**src/rtl/strrep_pkg.sv**
```systemverilog
package strrep_pkg;

    typedef enum logic [1:0] {
        PFX_NONE     = 2'd0,
        PFX_REP      = 2'd1,
        PFX_WHILE_EQ = 2'd2,
        PFX_WHILE_NE = 2'd3
    } pfx_e;

    typedef enum logic [1:0] {
        ASZ_16  = 2'd0,
        ASZ_32  = 2'd1,
        ASZ_64  = 2'd2,
        ASZ_64B = 2'd3
    } asz_e;

    typedef enum logic [1:0] {
        ST_IDLE  = 2'd0,
        ST_ISSUE = 2'd1,
        ST_WAIT  = 2'd2
    } st_e;

    typedef struct packed {
        pfx_e pfx;
        asz_e asz;
        logic cmp;
    } ctx_t;

    localparam int NUM_MODES = 3;

    // width of the tested count slice for mode index 0/1/2
    function automatic int mode_width(input int idx);
        case (idx)
            0:       return 16;
            1:       return 32;
            default: return 64;
        endcase
    endfunction

    // whether a decrement clears bits above the tested slice
    function automatic bit mode_zext(input int idx);
        return (idx == 1);
    endfunction

    function automatic logic [1:0] mode_index(input asz_e a);
        case (a)
            ASZ_16:  return 2'd0;
            ASZ_32:  return 2'd1;
            default: return 2'd2;
        endcase
    endfunction

endpackage

```
**src/rtl/strrep_count.sv**
```systemverilog
module strrep_count
    import strrep_pkg::*;
#(
    parameter int CW = 64
) (
    input  logic [CW-1:0] cnt_i,
    input  asz_e          asz_i,
    output logic          is_zero_o,
    output logic          is_one_o,
    output logic [CW-1:0] next_o
);
    logic          zero_v [NUM_MODES];
    logic          one_v  [NUM_MODES];
    logic [CW-1:0] dec_v  [NUM_MODES];
    logic [1:0]    sel;

    for (genvar g = 0; g < NUM_MODES; g++) begin : g_mode
        localparam int MW = (mode_width(g) < CW) ? mode_width(g) : CW;
        logic [MW-1:0] low;
        assign low       = cnt_i[MW-1:0];
        assign zero_v[g] = (low == '0);
        assign one_v[g]  = (low == MW'(1));
        if (MW == CW) begin : g_full
            assign dec_v[g] = cnt_i - CW'(1);
        end else if (mode_zext(g)) begin : g_zext
            assign dec_v[g] = {{(CW-MW){1'b0}}, low - MW'(1)};
        end else begin : g_keep
            assign dec_v[g] = {cnt_i[CW-1:MW], low - MW'(1)};
        end
    end

    assign sel       = mode_index(asz_i);
    assign is_zero_o = zero_v[sel];
    assign is_one_o  = one_v[sel];
    assign next_o    = dec_v[sel];

endmodule

```
**src/rtl/strrep_term.sv**
```systemverilog
module strrep_term
    import strrep_pkg::*;
(
    input  pfx_e pfx_i,
    input  logic cmp_i,
    input  logic zf_i,
    input  logic last_i,
    input  logic event_i,
    output logic finish_o,
    output logic abort_o
);
    logic zf_stop;

    always_comb begin
        zf_stop = 1'b0;
        if (cmp_i) begin
            case (pfx_i)
                PFX_WHILE_EQ: zf_stop = !zf_i;
                PFX_WHILE_NE: zf_stop = zf_i;
                default:      zf_stop = 1'b0;
            endcase
        end
    end

    assign finish_o = (pfx_i == PFX_NONE) || last_i || zf_stop;
    assign abort_o  = !finish_o && event_i;

endmodule

```
**src/rtl/strrep_ctrl.sv**
```systemverilog
module strrep_ctrl
    import strrep_pkg::*;
#(
    parameter int CW = 64,
    parameter int AW = 32,
    parameter int LW = 4
) (
    input  logic          clk,
    input  logic          rst,
    input  logic          start_i,
    input  logic [1:0]    prefix_i,
    input  logic [1:0]    asize_i,
    input  logic          cmp_op_i,
    input  logic [CW-1:0] count_i,
    input  logic [AW-1:0] ip_i,
    input  logic [LW-1:0] ilen_i,
    input  logic          exec_done_i,
    input  logic          zf_i,
    input  logic          event_i,
    output logic          exec_req_o,
    output logic          busy_o,
    output logic          done_o,
    output logic          intr_o,
    output logic          stop_trace_o,
    output logic [AW-1:0] ip_o,
    output logic [CW-1:0] count_o
);
    st_e           st;
    ctx_t          ctx;
    logic [CW-1:0] cnt_q;
    logic [AW-1:0] ip_q;
    logic [LW-1:0] len_q;

    logic          cur_zero;
    logic          cur_one;
    logic [CW-1:0] cnt_dec;
    logic          finish;
    logic          abort;
    logic          skip;
    logic [AW-1:0] ip_next;

    strrep_count #(.CW(CW)) u_count (
        .cnt_i     (cnt_q),
        .asz_i     (ctx.asz),
        .is_zero_o (cur_zero),
        .is_one_o  (cur_one),
        .next_o    (cnt_dec)
    );

    strrep_term u_term (
        .pfx_i    (ctx.pfx),
        .cmp_i    (ctx.cmp),
        .zf_i     (zf_i),
        .last_i   (cur_one),
        .event_i  (event_i),
        .finish_o (finish),
        .abort_o  (abort)
    );

    assign skip       = (ctx.pfx != PFX_NONE) && cur_zero;
    assign exec_req_o = (st == ST_ISSUE) && !skip;
    assign busy_o     = (st != ST_IDLE);
    assign count_o    = cnt_q;
    assign ip_next    = ip_q + AW'(len_q);

    always_ff @(posedge clk) begin
        if (rst) begin
            st           <= ST_IDLE;
            ctx          <= '0;
            cnt_q        <= '0;
            ip_q         <= '0;
            len_q        <= '0;
            done_o       <= 1'b0;
            intr_o       <= 1'b0;
            stop_trace_o <= 1'b0;
            ip_o         <= '0;
        end else begin
            done_o       <= 1'b0;
            intr_o       <= 1'b0;
            stop_trace_o <= 1'b0;
            case (st)
                ST_IDLE: begin
                    if (start_i) begin
                        ctx   <= '{pfx: pfx_e'(prefix_i), asz: asz_e'(asize_i), cmp: cmp_op_i};
                        cnt_q <= count_i;
                        ip_q  <= ip_i;
                        len_q <= ilen_i;
                        st    <= ST_ISSUE;
                    end
                end
                ST_ISSUE: begin
                    if (skip) begin
                        done_o <= 1'b1;
                        ip_o   <= ip_next;
                        st     <= ST_IDLE;
                    end else begin
                        st <= ST_WAIT;
                    end
                end
                ST_WAIT: begin
                    if (exec_done_i) begin
                        if (ctx.pfx != PFX_NONE) begin
                            cnt_q <= cnt_dec;
                        end
                        if (finish) begin
                            done_o <= 1'b1;
                            ip_o   <= ip_next;
                            st     <= ST_IDLE;
                        end else if (abort) begin
                            intr_o       <= 1'b1;
                            stop_trace_o <= 1'b1;
                            ip_o         <= ip_q;
                            st           <= ST_IDLE;
                        end else begin
                            st <= ST_ISSUE;
                        end
                    end
                end
                default: st <= ST_IDLE;
            endcase
        end
    end

endmodule

```
**config.mk**
```make
export PLATFORM = sky130hd
export DESIGN_NAME = strrep_ctrl
export DESIGN_NICKNAME = d
export VERILOG_FILES = /design/src/rtl/strrep_pkg.sv /design/src/rtl/strrep_count.sv /design/src/rtl/strrep_term.sv /design/src/rtl/strrep_ctrl.sv
export SDC_FILE = /design/constraint.sdc
export NUM_CORES = 1
export LEC_CHECK = 0
export BUFFER_PORTS_ARGS = -buffer_cell sky130_fd_sc_hd__clkbuf_2
export CAP_MARGIN = 20
export CORE_ASPECT_RATIO = 1.25
export CORE_UTILIZATION = 50
export DETAILED_ROUTE_END_ITERATION = 8
export GPL_TIMING_DRIVEN = 1
export PLACE_DENSITY_LB_ADDON = 0.12
export SLEW_MARGIN = 0
export SYNTH_ARGS = -nofsm -noshare
export SYNTH_HDL_FRONTEND = slang
export SYNTH_SLANG_ARGS = --single-unit
```
**constraint.sdc**
```tcl
create_clock -name clk -period 10.13 [get_ports clk]
set_clock_uncertainty 0.1 [all_clocks]
set_input_delay 2.026 -clock clk [delete_from_list [all_inputs] [get_ports clk]]
set_output_delay 2.026 -clock clk [all_outputs]
set_load 0.03 [all_outputs]
```
## Word-level counts from Yosys, hierarchy flattened

Index checks and enable logic that the tools add are counted.

- Equal/unequal tests: 13
- Bitwise gates (word level): 3
- Reductions and logical operators: 23
- Multiplexer cells: 32
- Add/subtract/negate cells: 4
- Magnitude comparators: 1

Operators with widths:

| cell | number |
|---|---|
| 64-bit 2-to-1 mux | 5 |
| 64-bit binary-select mux with 2-bit select | 1 |
| 32-bit 2-to-1 mux | 4 |
| 64-bit case mux with 2 select lines | 1 |
| 64-bit by 1-bit equality test with 1-bit output, second input constant | 1 |
| 64-bit zero test | 1 |
| 32-bit case mux with 2 select lines | 1 |
| 64-bit by 1-bit subtractor with 64-bit output, second input constant | 1 |
| 32-bit by 4-bit adder with 32-bit output | 1 |
| 32-bit by 1-bit equality test with 1-bit output, second input constant | 1 |
| 32-bit zero test | 1 |
| 32-bit by 1-bit subtractor with 32-bit output, second input constant | 1 |
| 16-bit by 1-bit equality test with 1-bit output, second input constant | 1 |
| 16-bit zero test | 1 |
| 16-bit by 1-bit subtractor with 16-bit output, second input constant | 1 |
| 1-bit 2-to-1 mux | 11 |
| 2-bit inequality test, second input constant | 4 |
| 4-bit AND reduction | 2 |
| 2-bit nonzero test | 4 |
| 2-bit equality test, second input constant | 3 |
| 2-bit zero test | 3 |
| 2-bit 2-to-1 mux | 3 |
| 2-bit case mux with 3 select lines | 1 |
| 1-bit binary-select mux with 2-bit select | 2 |
| other kinds (12) | 21 |

- Output and inout port bits: 101
- Register bits: 141

## Logic depth before layout (Yosys ltp)

Gate-level depths: netlist (run 1).

- Depth in word-level cells: 14
- Gate-level depth with buffers: 12
- Mapped depth without buffers: 9

## By module

From an unflattened synthesis (run 1), not the netlist that was laid out.

- Cell total of the unflattened synthesis: 1001
- Area, all modules: 8186.6 um^2

Modules (own cells, without submodules):

| module | seq. area each (um^2) | cells an instance | instances | area an instance (um^2) |
|---|---|---|---|---|
| strrep_ctrl | 2822.7 | 724 | 1 | 6303.5 |
| strrep_count | 0.0 | 272 | 1 | 1848.0 |
| strrep_term | 0.0 | 5 | 1 | 35.0 |

## Least setup slack after synthesis (run 1)

No wires, ideal clock.

- Kind: reg2out
- From: reg cnt_q[20], in the netlist count_o[20]
- To: out exec_req_o
- Data arrival time: 3.175 ns
- Setup slack: 4.829 ns
- Cell stages (with the launch flop): 10
- Required time: 8.004 ns
- Cells stage by stage: dfxtp_1 or4_1 buf_2 or4_4 buf_6 or4_4 a2bb2oi_1 o31ai_4 buf_2 inv_1

- Longest elaborated chain between the ends: 7
- Elaborated cells on any way between the ends: 8

RTL lines:

| element | RTL line | text |
|---|---|---|
| start: declaration | strrep_ctrl.sv:30 | `logic [CW-1:0] cnt_q;` |
| start signal: assignment | strrep_ctrl.sv:85 | `cnt_q <= count_i;` |
| start signal: assignment | strrep_ctrl.sv:103 | `cnt_q <= cnt_dec;` |
| 64-bit zero test or 32-bit zero test (tied branches) | strrep_count.sv:21 | `assign zero_v[g] = (low == '0);` |
| 1-bit binary-select mux with 2-bit select * | strrep_count.sv:33 | `assign is_zero_o = zero_v[sel];` |
| 1-bit 2-to-1 mux (not written as such) * (2 in series) | strrep_count.sv:33 |  |
| 1-bit logical AND * | strrep_ctrl.sv:60 | `assign skip = (ctx.pfx != PFX_NONE) && cur_zero;` |
| 1-bit zero test * | strrep_ctrl.sv:61 | `assign exec_req_o = (st == ST_ISSUE) && !skip;` |
| 1-bit logical AND * | strrep_ctrl.sv:61 |  |
| end: declaration | strrep_ctrl.sv:20 | `output logic exec_req_o,` |

Mark *: on every way between the ends. The rest lies on a longest branch, timed or not. The select of a mux whose other input is x is not followed.

## Final worst setup path (run 1)

Ends and elaborated chain as after synthesis.

==> results of run 1 <==
per-layer routing:
layer	share of wire, %	vias to the layer above
li1	-	4156
met1	42	3845
met2	49	317
met3	6.0	50
met4	3.1	0
met5	0	-
worst min-delay path: stages, from the launching register on:
cell and delay [ns]:
dfxtp_1 0.31, nand2_1 0.05, a21oi_1 0.05
kinds of logic (layout without fill, tap and decap cells):
logic type                 Yosys count  in the layout  synth area share (%)
AOI/OAI and AO/OA                  363            363                  29.7
xor gates and xnor gates            26             26                  2.89
adders and majority gates           11             11                  1.84
buffers and inverters              114            293                  5.92
DFF                                141            141                  35.9
muxes                                2              2                 0.270
and+or+nand+nor                    383            383                  23.5
stage by stage:
step	area [um2]	hold slack [ns]
after global routing	9600	0.393
after floorplan	7870	0.336
after CTS	9600	0.362
after global placement	8980	0.348
after detailed placement	8980	0.354
final	9600	0.360
registers in the layout, summed over array words and instances (netlist names):
| signal | flops |
|---|---|
| stop_trace_o | 1 |
| ctx | 5 |
| done_o | 1 |
| ip_o | 32 |
| count_o | 64 |
| st | 2 |
| ip_q | 32 |
| len_q | 4 |
layout make-up:
type                    instances  area share, %
flip-flops and latches        141           29.4
well taps                     208           2.71
multi-input cells             785           47.8
inverters                      34           1.33
clock buffers                  23           5.08
clock inverters                 9           1.38
repair buffers                227           12.3
how the worst min path moves through the flow:
stage	from	to	slack [ns]	cells past startpoint
after floorplan	ip_q[17]	ip_q[17]	0.34	2
after global placement	ip_q[17]	ip_q[17]	0.35	2
after detailed placement	len_q[0]	len_q[0]	0.35	2
after CTS	len_q[0]	len_q[0]	0.36	2
after global routing	len_q[2]	len_q[2]	0.39	2
final	ip_q[17]	ip_q[17]	0.36	2
cell usage after synthesis (15+ instances only):
| cell type | number | area [um2] |
|---|---|---|
| a211oi_1 | 33 | 248 |
| a21oi_1 | 131 | 656 |
| a22oi_1 | 16 | 120 |
| clkbuf_1 | 62 | 233 |
| dfxtp_1 | 141 | 2820 |
| inv_1 | 33 | 124 |
| nand2_1 | 147 | 552 |
| nand3_1 | 23 | 115 |
| nor2_1 | 70 | 263 |
| nor3_1 | 25 | 125 |
| nor4_1 | 23 | 144 |
| o211ai_1 | 15 | 113 |
| o21ai_0 | 69 | 345 |
| or3_1 | 17 | 106 |
| xor2_1 | 23 | 201 |
power by group:
part           switching (uW)  internal [uW]
combinational             761            340
clock                     242            414
sequential                135            681
==> results.toml, run 1 <==
[status]
status = "finished clean"

[finish]
n_antenna_cell = 0
regArea_um2 = 2820
area_growth_pct = 22.1
layout_common_cells = "clkbuf_2, nand2_1, dfxtp_1, a21oi_1, nor2_1"
layout_commonest_cell = "clkbuf_2"
final_layout_size_suffix_gt1_share_pct = 22.6
multi_input_area_um2 = 4590
stdcell_count = 1427
fin_nets = 1328
final_util_pct = 63.2
fillers = 1467

[setup_path]
cp_num_buf_inv = 3
r2r-end = "ip_o[22]"
cp-startpoint = "count_o[20]"
critPathCapture = "exec_req_o"
cp_data_required_time_ns = 8.00
reg2reg_slack_ns = 5.62
r2r_start = "count_o[20]"
crit_top_cell = "or4_4"
crit_cells = 8
ff2ff_path_depth = 8
end_kind = "output port"
crit_path_start_kind = "register"
arrival_ns = 3.72
crit_path_cell_trace = "or4_1 > or4_4 > or4_4 > a2bb2oi_1 > o31ai_4 > buf_4 > inv_1 > clkbuf_2"
crit_type = "register to output port"
worstPathMaxFanout = 35
cp_slowest_cell = "or4_1"
crit_family = "simple AND/OR/NAND/NOR gates"
cpPeakStageDelay_ns = 0.65

[global_route]
gr-total-overflow = 0
grt_util_met3_pct = 5.83
grt_busiest_layer = "met2"
grt.total_usage_pct = 29.3
grt_pass1_wl_um = 37800
grt_pass1_vias = 7638
antenna_found_initial = 0
grt_max_degree = 89
grt_util_met1_pct = 35.8
met2_usage_pct = 49.9

[clock_network]
path_clk_slew_ns = 0.06
cts_tree = "done"
clock-sinks = 141
cts_htree_levels = 4
cts_setup_buffers = 0
cts_buffers = 17
clk_path_buf_depth = 2
post_cts_resized = 0
cts_hold_buf = 0
cts-root-buf = "clkbuf_16"
worstSkewPairLatency_ns = 0.43

[synthesis]
synthFlopType = "dfxtp_1"
synth_seq_cells = 141
syn_nets = 1162
synth-warning-count = 0
synth_area_um2 = 7870
async_reset_ff_share_pct = 0
synth_cells = 1040
synth_edf_count = 0
yosysUniqueCellTypes = 69
ys_seq_area_share_pct = 35.9
synth.avg_cell_area_um2 = 7.57

[timing]
min_period_over_period_pct = 57.7
period_minus_slack_ns = 5.85
rsz0062_at_grt = "false"
tightest_slew_ns = 1.11
setup_tns_ns = 0
max_freq_mhz = 171
maxSlewHeadroom_pct = 26.2
finalWorstSetupSlack_ns = 4.28
setup_viol = 0
hold_viol_final = 0
drv_slew = 0

[floorplan]
num_rows = 50
die_area_um2 = 16200
die_w_um = 114
boundaryPins = 212
die-height_um = 142
coreArea_um2 = 15200
start_util_pct = 51.8

[hold_path]
worstHoldPathType = "register to register"

[run]
maxCapViolCount = 0

[power_and_ir_drop]
vdd_ir_drop_max_v = 0.000129
powerDensity_nw_per_um2 = 268
finalPower_uw = 2570
p_leak_uw = 0.00387

[drt]
routed_wl_um = 23700
drc = 0
viasPerCell = 5.86
wl_per_cell_um = 16.6
drt_iter0_drc = 573
vias = 8368
dr.pass1.iters = 5
ant_nets = 0

[placed_design]
dp_hpwl_um = 16600
dp_cells = 1395
place_congestion = 0.880
port_buffers = 211
dp_slack_ns = 4.78
Power figures use the tool's default switching activity.
==> inputs of run 2 (changes only) <==
- clock period: 10.13 -> 5.83 ns (I/O delays scaled with it)
==> run 2 against run 1 <==
Against the previous run: register-to-register slack got worse by 4.0 ns; power grew 78%; first-iteration DRC count is 22% higher; die area did not move; critical path type unchanged.
==> results.toml, run 2 (synthesis gave the netlist of run 1 again) <==
[status]
status = "finished clean"

[global_route]
antenna_found_initial = 0
grt_pass1_wl_um = 38400
grt_pass1_vias = 7697
gr-total-overflow = 0
grt.total_usage_pct = 29.9
grt_max_degree = 86

[finish]
fin_nets = 1330
largest_register_ffs = 64
stdcell_count = 1429
layout_common_cells = "clkbuf_2, nand2_1, dfxtp_1, a21oi_1, nor2_1"
final_layout_size_suffix_gt1_share_pct = 22.7
final_util_pct = 63.7
area_growth_pct = 23.0
n_antenna_cell = 0
layout_commonest_cell = "clkbuf_2"
fillers = 1471

[clock_network]
cts_hold_buf = 0
clk_path_buf_depth = 2
cts_htree_levels = 4
path_clk_slew_ns = 0.06
cts-root-buf = "clkbuf_16"
cts_setup_buffers = 0
cts_tree = "done"
clock-sinks = 141
worstSkewPairLatency_ns = 0.43
post_cts_resized = 0
cts_buffers = 17

[drt]
vias = 8589
routed_wl_um = 24300
dr.pass1.iters = 5
ant_nets = 0
drt_iter0_drc = 701
drc = 0
viasPerCell = 6.01
wl_per_cell_um = 17.0

[floorplan]
start_util_pct = 51.8
die-height_um = 142
coreArea_um2 = 15200
boundaryPins = 212
num_rows = 50
die_area_um2 = 16200
die_w_um = 114

[power_and_ir_drop]
swShare_pct = 43.4
p_switching_uw = 1990
p_leak_uw = 0.00390
finalPower_uw = 4570
p_clk_share_pct = 26.7
p_int_uw = 2590
pwr-share-comb_pct = 42.1
vdd_ir_drop_max_v = 0.000207
p_seq_share_pct = 31.3
powerDensity_nw_per_um2 = 473

[timing]
finalWorstSetupSlack_ns = 0.796
rsz0062_at_grt = "false"
tightest_slew_ns = 0.964
drv_slew = 0
period_minus_slack_ns = 5.03
hold_viol_final = 0
max_freq_mhz = 199
setup_tns_ns = 0
setup_viol = 0
maxSlewHeadroom_pct = 35.6
min_period_over_period_pct = 86.4

[setup_path]
arrival_ns = 3.77
crit_type = "register to output port"
crit_path_start_kind = "register"
end_kind = "output port"
r2r_start = "count_o[20]"
worstPathMaxFanout = 35
r2r-end = "ip_o[22]"
ff2ff_path_depth = 8
cp_data_required_time_ns = 4.56
reg2reg_slack_ns = 1.62

[placed_design]
dp_hpwl_um = 17100
dp_cells = 1396
port_buffers = 211
place_congestion = 0.939
dp_slack_ns = 1.28

[run]
maxCapViolCount = 0

[hold_path]
holdPathStages = 2
worstHoldPathType = "register to register"
holdCritStartpoint = "ip_q[17]"
hold-path-endpoint = "ip_q[17]"
run 2: per-stage QoR:
step / instance area, um2 / hold WS [ns]
after CTS: 9650 / 0.365
after global routing: 9680 / 0.384
after detailed placement: 8990 / 0.356
after floorplan: 7870 / 0.336
final: 9680 / 0.359
after global placement: 8990 / 0.353
run 2: cell type report:
type	instances	area [um2]	share of cell area, %
Inverter	34	128	1.32
Multi-Input combinational cell	785	4590	47.5
Timing Repair Buffer	229	1210	12.5
Clock buffer	22	474	4.90
Tap cell	208	260	2.69
Clock inverter	10	184	1.90
Sequential cell	141	2820	29.2
run 2: critical path, stage by stage (launching register included):
cell and delay [ns]:
dfxtp_1 0.36, or4_1 0.65, or4_4 0.58, or4_4 0.59
a2bb2oi_1 0.18, o31ai_4 0.26, buf_4 0.36, inv_1 0.13
clkbuf_2 0.21
run 2: power groups by stage:
| stage | sequential (uW) | clock (uW) | combinational [uW] |
|---|---|---|---|
| final | 1430 | 1220 | 1920 |
| after global routing | 1460 | 1270 | 2090 |
| after CTS | 1420 | 1230 | 1900 |
| after detailed placement | 1440 | 0 | 1890 |
| after global placement | 1440 | 0 | 1870 |
| after floorplan | 1730 | 0 | 1050 |
run 2: worst max path at each step:
stage | slack [ns] | start | depth (start not counted) | endpoint
after floorplan | 1.39 | count_o[20] | 9 | exec_req_o
after global placement | 1.32 | count_o[20] | 8 | exec_req_o
after detailed placement | 1.28 | count_o[20] | 8 | exec_req_o
after CTS | 0.80 | count_o[20] | 8 | exec_req_o
after global routing | 0.67 | count_o[40] | 8 | exec_req_o
final | 0.80 | count_o[20] | 8 | exec_req_o
run 2: routing by layer:
metal | routed length [um] | global-route usage (%)
met1 | 10000 | 37.0
met2 | 11900 | 50.8
met3 | 1630 | 5.20
met4 | 770 | 13.1
met5 | 0 | 0
==> inputs of run 3 (changes only) <==
- CORE_ASPECT_RATIO: 1.25 -> unset
- CTS_BUF_LIST: unset -> sky130_fd_sc_hd__clkbuf_4 sky130_fd_sc_hd__clkbuf_8
==> run 3 against run 2 <==
Against the previous run: design area shrank 2.9%; worst setup slack improved by 0.035 ns; power decreased by 9.8%; critical path type unchanged; clock power fell by 35%; utilization shrank 2.1 points; flip-flop and latch count did not move; critical path depth unchanged; via count grew 0.24%; first-iteration DRC count increased by 21%; final cell count up 0.14%.
==> results.toml, run 3 (synthesis gave the netlist of run 1 again) <==
[status]
status = "finished clean"

[global_route]
grt_pass1_wl_um = 39200
gr-total-overflow = 0
grt_pass1_vias = 7411
grt.total_usage_pct = 30.7
antenna_found_initial = 0
grt_max_degree = 85

[clock_network]
post_cts_resized = 0
cts_buffers = 17
cts_hold_buf = 0
cts_tree = "done"
worstSkewPairLatency_ns = 0.46
cts-root-buf = "clkbuf_8"
cts_htree_levels = 4
path_clk_slew_ns = 0.08
cts_setup_buffers = 0
clk_path_buf_depth = 2
clock-sinks = 141

[floorplan]
die_area_um2 = 16200
num_rows = 45
die_w_um = 127
coreArea_um2 = 15300
start_util_pct = 51.6
die-height_um = 127
boundaryPins = 212

[finish]
layout_common_cells = "clkbuf_2, nand2_1, dfxtp_1, a21oi_1, nor2_1"
regArea_um2 = 2820
n_antenna_cell = 0
layout_commonest_cell = "clkbuf_2"
fillers = 1491
area_growth_pct = 19.4
multi_input_area_um2 = 4590
largest_register_ffs = 64
final_layout_size_suffix_gt1_share_pct = 22.8
fin_nets = 1329

[setup_path]
end_kind = "output port"
crit_top_cell = "or4_4"
r2r-end = "ip_o[16]"
crit_family = "simple AND/OR/NAND/NOR gates"
arrival_ns = 3.73
crit_path_start_kind = "register"
cp-startpoint = "count_o[20]"
cpPeakStageDelay_ns = 0.63
critPathCapture = "exec_req_o"
crit_path_cell_trace = "or4_1 > or4_4 > or4_4 > a2bb2oi_1 > o31ai_4 > buf_4 > inv_1 > clkbuf_2"
cp_data_required_time_ns = 4.56
r2r_start = "count_o[20]"
cp_num_buf_inv = 3
ff2ff_path_depth = 9
crit_type = "register to output port"
reg2reg_slack_ns = 1.66
worstPathMaxFanout = 35
crit_cells = 8
cp_slowest_cell = "or4_1"

[drt]
wl_per_cell_um = 17.3
routed_wl_um = 24700
vias = 8610
ant_nets = 0
drt_iter0_drc = 848
drc = 0
dr.pass1.iters = 5
viasPerCell = 6.02

[timing]
setup_viol = 0
max_freq_mhz = 200
period_minus_slack_ns = 5.00
tightest_slew_ns = 1.01
min_period_over_period_pct = 85.7
rsz0062_at_grt = "false"
hold_viol_final = 0
setup_tns_ns = 0
maxSlewHeadroom_pct = 32.8
finalWorstSetupSlack_ns = 0.831
drv_slew = 0

[placed_design]
dp_hpwl_um = 17400
port_buffers = 211
place_congestion = 0.944
dp_slack_ns = 1.33

[power_and_ir_drop]
p_leak_uw = 0.00377
vdd_ir_drop_max_v = 0.000239
powerDensity_nw_per_um2 = 439

[run]
maxCapViolCount = 0

[hold_path]
worstHoldPathType = "register to register"
holdCritStartpoint = "ip_q[17]"
[run 3: metrics by stage]
| stage | instances | power (uW) | utilization [%] | instance area [um2] | hold WS, ns |
|---|---|---|---|---|---|
| finish | 1431 | 4130 | 61.6 | 9400 | 0.359 |
| global route | 1431 | 4380 | 61.6 | 9400 | 0.389 |
| CTS | 1430 | 4110 | 61.5 | 9380 | 0.362 |
| global placement | 1398 | 3310 | 58.9 | 8990 | 0.347 |
| floorplan | 1040 | 2780 | - | 7870 | 0.336 |
| detailed placement | 1398 | 3320 | 58.9 | 8990 | 0.351 |
[run 3: final cells by class]
type                       count  area share [%]
timing repair buffer         228            12.7
inverter                      34            1.36
sequential                   141            30.0
clock buffer                  19            2.72
multi-input combinational    785            48.9
clock inverter                13            1.49
tap                          211            2.81
[run 3: routing by layer]
layer / vias to the layer above / GRT usage (%) / routed length [um]
met4: 0 / 12.5 / 601
met1: 3999 / 45.9 / 11600
met5: - / 0 / 0
met3: 47 / 6.03 / 2230
li1: 4164 / - / -
met2: 400 / 42.5 / 10300
[run 3: worst min path at each step]
stage                     endpoint  slack, ns  cells past startpoint
after floorplan           ip_q[17]       0.34                      2
after global placement    ip_q[17]       0.35                      2
after detailed placement  ip_q[17]       0.35                      2
after CTS                 ip_q[17]       0.36                      2
after global routing      ip_q[17]       0.39                      2
final                     ip_q[17]       0.36                      2
[run 3: worst min-delay path: stages, from the launching register on]
cell and delay (ns):
dfxtp_1 0.32, nand2_1 0.05, a21oi_1 0.05
[run 3: power breakdown]
part | internal (uW) | switching [uW]
Clock | 397 | 396
Combinational | 594 | 1310
Sequential | 1180 | 246
Total | 2170 | 1950
